### src/rtl/warpcls_pkg.sv
package warpcls_pkg;

  typedef enum logic [2:0] {
    CLS_ALL_HIT     = 3'd0,
    CLS_MOSTLY_HIT  = 3'd1,
    CLS_BALANCED    = 3'd2,
    CLS_MOSTLY_MISS = 3'd3,
    CLS_ALL_MISS    = 3'd4
  } warp_class_e;

  typedef struct packed {
    logic clearAll;
    logic bumpAcc;
    logic bumpHit;
  } cls_strobe_t;

endpackage

### src/rtl/warpcls_ctrl.sv
module warpcls_ctrl
  import warpcls_pkg::*;
#(
  parameter int PERIOD_W = 16
) (
  input  logic                clk,
  input  logic                rstN,
  input  logic [PERIOD_W-1:0] cfgPeriod,
  input  logic                updValid,
  input  logic                updHit,
  output cls_strobe_t         strobe
);

  logic [PERIOD_W-1:0] cycCnt;
  logic                periodEnd;

  // a period of zero disables clearing; >= tolerates a shrinking period
  always_comb begin
    periodEnd = 1'b0;
    if (cfgPeriod != '0) begin
      periodEnd = (cycCnt >= (cfgPeriod - PERIOD_W'(1)));
    end
  end

  always_ff @(posedge clk) begin
    if (!rstN) begin
      cycCnt <= '0;
    end else if (periodEnd || (cfgPeriod == '0)) begin
      cycCnt <= '0;
    end else begin
      cycCnt <= cycCnt + PERIOD_W'(1);
    end
  end

  always_comb begin
    strobe.clearAll = periodEnd;
    strobe.bumpAcc  = updValid;
    strobe.bumpHit  = updValid && updHit;
  end

endmodule

### src/rtl/warpcls_dp.sv
module warpcls_dp
  import warpcls_pkg::*;
#(
  parameter int NUM_WARPS = 16,
  parameter int CNT_W     = 10,
  parameter int PCT_W     = 7,
  parameter int WID_W     = (NUM_WARPS > 1) ? $clog2(NUM_WARPS) : 1
) (
  input  logic             clk,
  input  logic             rstN,
  input  cls_strobe_t      strobe,
  input  logic [WID_W-1:0] updWarp,
  input  logic [WID_W-1:0] qryWarp,
  input  logic [PCT_W-1:0] cfgHighPct,
  input  logic [PCT_W-1:0] cfgLowPct,
  output warp_class_e      qryClass,
  output logic             qryBypass,
  output logic [CNT_W-1:0] qryAcc,
  output logic [CNT_W-1:0] qryHits
);

  localparam int PROD_W = CNT_W + PCT_W + 1;
  localparam logic [CNT_W-1:0] CNT_MAX = {CNT_W{1'b1}};
  localparam logic [WID_W:0] WARP_LIMIT = (WID_W + 1)'(NUM_WARPS);

  logic [CNT_W-1:0] accCnt [NUM_WARPS];
  logic [CNT_W-1:0] hitCnt [NUM_WARPS];
  logic             updInRange;
  logic             qryInRange;

  assign updInRange = ({1'b0, updWarp} < WARP_LIMIT);
  assign qryInRange = ({1'b0, qryWarp} < WARP_LIMIT);

  // one counter pair per warp; clear wins over old value, update lands on top
  for (genvar w = 0; w < NUM_WARPS; w++) begin : gWarp
    logic hitThis;
    logic [CNT_W-1:0] accBase;
    logic [CNT_W-1:0] hitBase;

    assign hitThis = updInRange && (updWarp == WID_W'(w));
    assign accBase = strobe.clearAll ? '0 : accCnt[w];
    assign hitBase = strobe.clearAll ? '0 : hitCnt[w];

    always_ff @(posedge clk) begin
      if (!rstN) begin
        accCnt[w] <= '0;
        hitCnt[w] <= '0;
      end else begin
        if (hitThis && strobe.bumpAcc && (accBase != CNT_MAX)) begin
          accCnt[w] <= accBase + CNT_W'(1);
        end else begin
          accCnt[w] <= accBase;
        end
        if (hitThis && strobe.bumpHit && (hitBase != CNT_MAX)) begin
          hitCnt[w] <= hitBase + CNT_W'(1);
        end else begin
          hitCnt[w] <= hitBase;
        end
      end
    end
  end

  always_comb begin
    qryAcc  = '0;
    qryHits = '0;
    if (qryInRange) begin
      qryAcc  = accCnt[qryWarp];
      qryHits = hitCnt[qryWarp];
    end
  end

  // ratio tests by cross-multiplication
  logic [PROD_W-1:0] hitsScaled;
  logic [PROD_W-1:0] highScaled;
  logic [PROD_W-1:0] lowScaled;

  assign hitsScaled = PROD_W'(qryHits) * PROD_W'(100);
  assign highScaled = PROD_W'(qryAcc) * PROD_W'(cfgHighPct);
  assign lowScaled  = PROD_W'(qryAcc) * PROD_W'(cfgLowPct);

  always_comb begin
    if (qryAcc == '0) begin
      qryClass = CLS_BALANCED;
    end else if (qryHits == qryAcc) begin
      qryClass = CLS_ALL_HIT;
    end else if (qryHits == '0) begin
      qryClass = CLS_ALL_MISS;
    end else if (hitsScaled >= highScaled) begin
      qryClass = CLS_MOSTLY_HIT;
    end else if (hitsScaled < lowScaled) begin
      qryClass = CLS_MOSTLY_MISS;
    end else begin
      qryClass = CLS_BALANCED;
    end
  end

  assign qryBypass = (qryClass == CLS_MOSTLY_MISS) || (qryClass == CLS_ALL_MISS);

endmodule

### src/rtl/warpcls_top.sv
module warpcls_top
  import warpcls_pkg::*;
#(
  parameter int NUM_WARPS = 16,
  parameter int CNT_W     = 10,
  parameter int PCT_W     = 7,
  parameter int PERIOD_W  = 16,
  parameter int WID_W     = (NUM_WARPS > 1) ? $clog2(NUM_WARPS) : 1
) (
  input  logic                clk,
  input  logic                rstN,
  input  logic [PCT_W-1:0]    cfgHighPct,
  input  logic [PCT_W-1:0]    cfgLowPct,
  input  logic [PERIOD_W-1:0] cfgPeriod,
  input  logic                updValid,
  input  logic [WID_W-1:0]    updWarp,
  input  logic                updHit,
  input  logic [WID_W-1:0]    qryWarp,
  output logic [2:0]          qryClass,
  output logic                qryBypass
);

  cls_strobe_t      strobe;
  warp_class_e      classOut;
  logic [CNT_W-1:0] qryAcc;
  logic [CNT_W-1:0] qryHits;

  warpcls_ctrl #(.PERIOD_W(PERIOD_W)) uCtrl (
    .clk       (clk),
    .rstN      (rstN),
    .cfgPeriod (cfgPeriod),
    .updValid  (updValid),
    .updHit    (updHit),
    .strobe    (strobe)
  );

  warpcls_dp #(
    .NUM_WARPS (NUM_WARPS),
    .CNT_W     (CNT_W),
    .PCT_W     (PCT_W),
    .WID_W     (WID_W)
  ) uDp (
    .clk        (clk),
    .rstN       (rstN),
    .strobe     (strobe),
    .updWarp    (updWarp),
    .qryWarp    (qryWarp),
    .cfgHighPct (cfgHighPct),
    .cfgLowPct  (cfgLowPct),
    .qryClass   (classOut),
    .qryBypass  (qryBypass),
    .qryAcc     (qryAcc),
    .qryHits    (qryHits)
  );

  assign qryClass = classOut;

endmodule

### config.mk
export PLATFORM = sky130hd
export DESIGN_NAME = warpcls_top
export DESIGN_NICKNAME = d
export VERILOG_FILES = /design/src/rtl/warpcls_pkg.sv /design/src/rtl/warpcls_ctrl.sv /design/src/rtl/warpcls_dp.sv /design/src/rtl/warpcls_top.sv
export SDC_FILE = /design/constraint.sdc
export NUM_CORES = 1
export LEC_CHECK = 0
export ABC_AREA = 1
export BUFFER_PORTS_ARGS = -buffer_cell sky130_fd_sc_hd__buf_4
export CAP_MARGIN = 25
export CORE_MARGIN = 5
export CORE_UTILIZATION = 45
export CTS_BUF_LIST = sky130_fd_sc_hd__clkbuf_4 sky130_fd_sc_hd__clkbuf_8
export CTS_CLUSTER_SIZE = 20
export DETAILED_ROUTE_END_ITERATION = 12
export PLACE_DENSITY = 0.58
export SETUP_SLACK_MARGIN = 0.15
export SLEW_MARGIN = 20
export SYNTH_ARGS = -nofsm -noshare
export SYNTH_HDL_FRONTEND = slang
export SYNTH_HIERARCHICAL = 1
export SYNTH_SLANG_ARGS = --single-unit
### constraint.sdc
create_clock -name clk -period 26.6 [get_ports clk]
set_input_delay 7.98 -clock clk [delete_from_list [all_inputs] [get_ports clk]]
set_output_delay 7.98 -clock clk [all_outputs]
set_load 0.02 [all_outputs]
==> metrics.md <==
| Metric | Value |
|---|---|
| Synth-to-layout area growth | `10.5%` |
| Synth Area per Inst | `7.26 um^2` |
| Max cap viols | `0` |
| Total power draw | `2.12 mW` |
| First-pass DRT Iterations | `6` |
| Hold WS | `463 ps` |
| Crit end category | `primary output` |
| CP required | `18620 ps` |
| Cells on worst reg2reg path | `25` |
| Nets | `4818` |
| Worst min-delay path category | `flop to flop` |
| Sequential-to-total area share from yosys stat | `0.325` |
| Top cells by count, synth | `900 x nand2_1, 637 x inv_1, 578 x nor2_1, 320 x edfxtp_1, 300 x nand3_1` |
| Post-synthesis register bit count | `336` |
| Clk_lat worst skew | `660 ps` |
| Hold path start | `uCtrl/cycCnt[0]$_SDFF_PP0_` |
| Main synth FF type | `edfxtp_1` |
| Fin util | `0.502` |
| Cell with the most instances after synthesis | `nand2_1` |
| CP endpoint | `qryBypass` |
| Clock buffer depth | `3` |
| Hpwl dp | `65900 um` |
| Final ANT Viol Nets | `0` |
| Worst r2r src | `uCtrl/cycCnt[0]$_SDFF_PP0_` |
| Static Leak | `15.8 nW` |
| Synth warn | `6` |
| Ys async rst share | `0` |
| Setup bufs post-CTS | `0` |
| DRT iter0 DRCs | `2139` |
| Normalized max-slew margin | `0.376` |
| VDD IR max | `0.0844 mV` |
| Setup violators final | `0` |
| Worst r2r dst | `uDp/accCnt[5][9]$_DFFE_PP_` |
| Largest net degree at the start of global routing | `89` |
| H-tree levels | `3` |
| Routed Wire Length | `88400 um` |
| Number of flops mapped to enable cells by yosys | `320` |
| Final Slew Violations | `0` |
| Max Freq | `42.2 MHz` |
| Remaining DRCs | `0` |
| Crit Path Max Fanout | `81` |
| Core Area | `67300 um^2` |
| DR vias/cell | `5.16` |
| Layout cells sized above 1 | `0.0571` |
| Starting Density | `0.454` |
| Flop-to-flop setup slack | `21130 ps` |
| Die area | `73200 um^2` |
| CP Launch Point | `qryWarp[0]` |
| Synth unique cells | `60` |
| Cell mode on critical path | `nand2_1` |
| Power density cells | `62.9 nW/um^2` |
| Crit path kind | `input port to primary output` |
| Root buf cell | `clkbuf_8` |
| Worst-margin pin slew | `936 ps` |
| Sink Count | `336` |
| Max incr delay on CP | `540 ps` |
| Min Tclk post-route | `23700 ps` |
| Site Rows | `95` |
| Tcrit/Tclk final | `0.891` |
| WL per Instance | `16.3 um` |
| GRT overflow | `0` |
| GRT Total Usage | `0.236` |
| Area leader, netlist | `edfxtp_1` |
| First-pass GRT wire length | `141000 um` |
| Startpoint Class | `input port` |
| CTS resizes | `0` |
| Num CTS Buffers | `69` |
| Cell Area, Synth | `30600 um^2` |
| Hold Buf Count CTS | `0` |
| Die Y | `271 um` |
| RSZ-0062 raised after global routing | `false` |
| Area contributors post-synth | `edfxtp_1 31%, nand2_1 11%, inv_1 7.8%` |
| Vias in the first global route | `26338` |
| CP arrival | `15720 ps` |
| Antenna violations before repair | `2` |
| Number of placed I/O pins | `46` |
| Status | `finished clean` |
| Clk_skew | `31.7 ps` |
| CP max stage cell | `fa_1` |
| IO Port Bufs | `45` |
| Die width | `271 um` |
| Yosys top cell area share | `0.314` |
| Fin. Hold Viols | `0` |
| RePlAce Congestion | `0.899` |
| Via count | `27995` |
| Clock transition at path regs | `50 ps` |
| CTS tree | `built` |
| Cell count after synthesis | `4208` |
| Setup TNS Final | `0 ps` |
through the flow:
step | cell area, um^2 | worst slack (ps) | instances
global placement | 32500 | 3020 | 5305
detailed placement | 32500 | 2870 | 5305
floorplan | 31800 | 4500 | 4527
CTS | 33800 | 2890 | 5424
global route | 33800 | 2150 | 5425
finish | 33800 | 2900 | 5425
state kept, by name, summed over array words and instances (netlist names):
signal        cells
uCtrl/cycCnt     16
uDp/hitCnt      160
uDp/accCnt      160
layer usage:
layer	part of all wire	wire [um]	global-route usage	vias to the layer above
li1	-	-	-	14128
met1	0.46	40900	0.330	12924
met2	0.44	39300	0.380	791
met3	0.057	5070	0.0327	150
met4	0.034	3040	0.0790	2
met5	0.00015	13	0	-
kinds of logic after synthesis:
group / after synthesis / synth area share
adder cells (fa/ha/maj): 273 / 0.132
flip-flops: 336 / 0.325
AO/OA/AOI/OAI: 661 / 0.122
AND/OR/NAND/NOR: 2039 / 0.285
other: 1 / 0.000123
buffers and inverters: 800 / 0.107
XOR/XNOR: 98 / 0.0281
layout by cell type (no fill, tap or decap), drive strengths merged, types with 16 or more instances in the layout:
cell type and instances:
dfxtp 16, buf 60, o211ai 32, nand2 923, nand3 310, ha 190
o21ai 255, clkbuf 94, xnor2 34, o31ai 49, fa 83, nor3 109
edfxtp 320, a21oi 233, inv 644, o22ai 28, nand4 53, nor2 606
clkinv 24, o21a 21, xor2 64, conb 320
worst max-delay path: cells and delay by family:
family | cells | cell delay (ps)
AOI/OAI and AO/OA | 7 | 1260
adders and majority gates | 6 | 2690
xor gates and xnor gates | 1 | 200
and+or+nand+nor | 13 | 1670
buffers and inverters | 7 | 1860
layout make-up:
class                   instances  area, um^2
fillers                      6866       33500
flip-flops and latches        336        9930
well taps                     873        1090
clock inverters                25         144
repair buffers                 60         458
inverters                     645        2430
diodes                          1        2.50
clock buffers                  94        1160
multi-input cells            3391       18600
power breakdown:
part	internal (mW)	switching, mW	total (mW)
clock	0.290	0.246	0.536
combinational	0.352	0.598	0.951
sequential	0.616	0.0200	0.636
worst min-delay path by stage:
stage               slack (ps)  cells after the start                         end
finish                     460                      1  uCtrl/cycCnt[0]$_SDFF_PP0_
floorplan                  430                      1  uCtrl/cycCnt[0]$_SDFF_PP0_
global route               480                      1  uCtrl/cycCnt[0]$_SDFF_PP0_
CTS                        470                      1  uCtrl/cycCnt[0]$_SDFF_PP0_
global placement           450                      1  uCtrl/cycCnt[0]$_SDFF_PP0_
detailed placement         460                      1  uCtrl/cycCnt[0]$_SDFF_PP0_
Power figures use the tool's default switching activity.
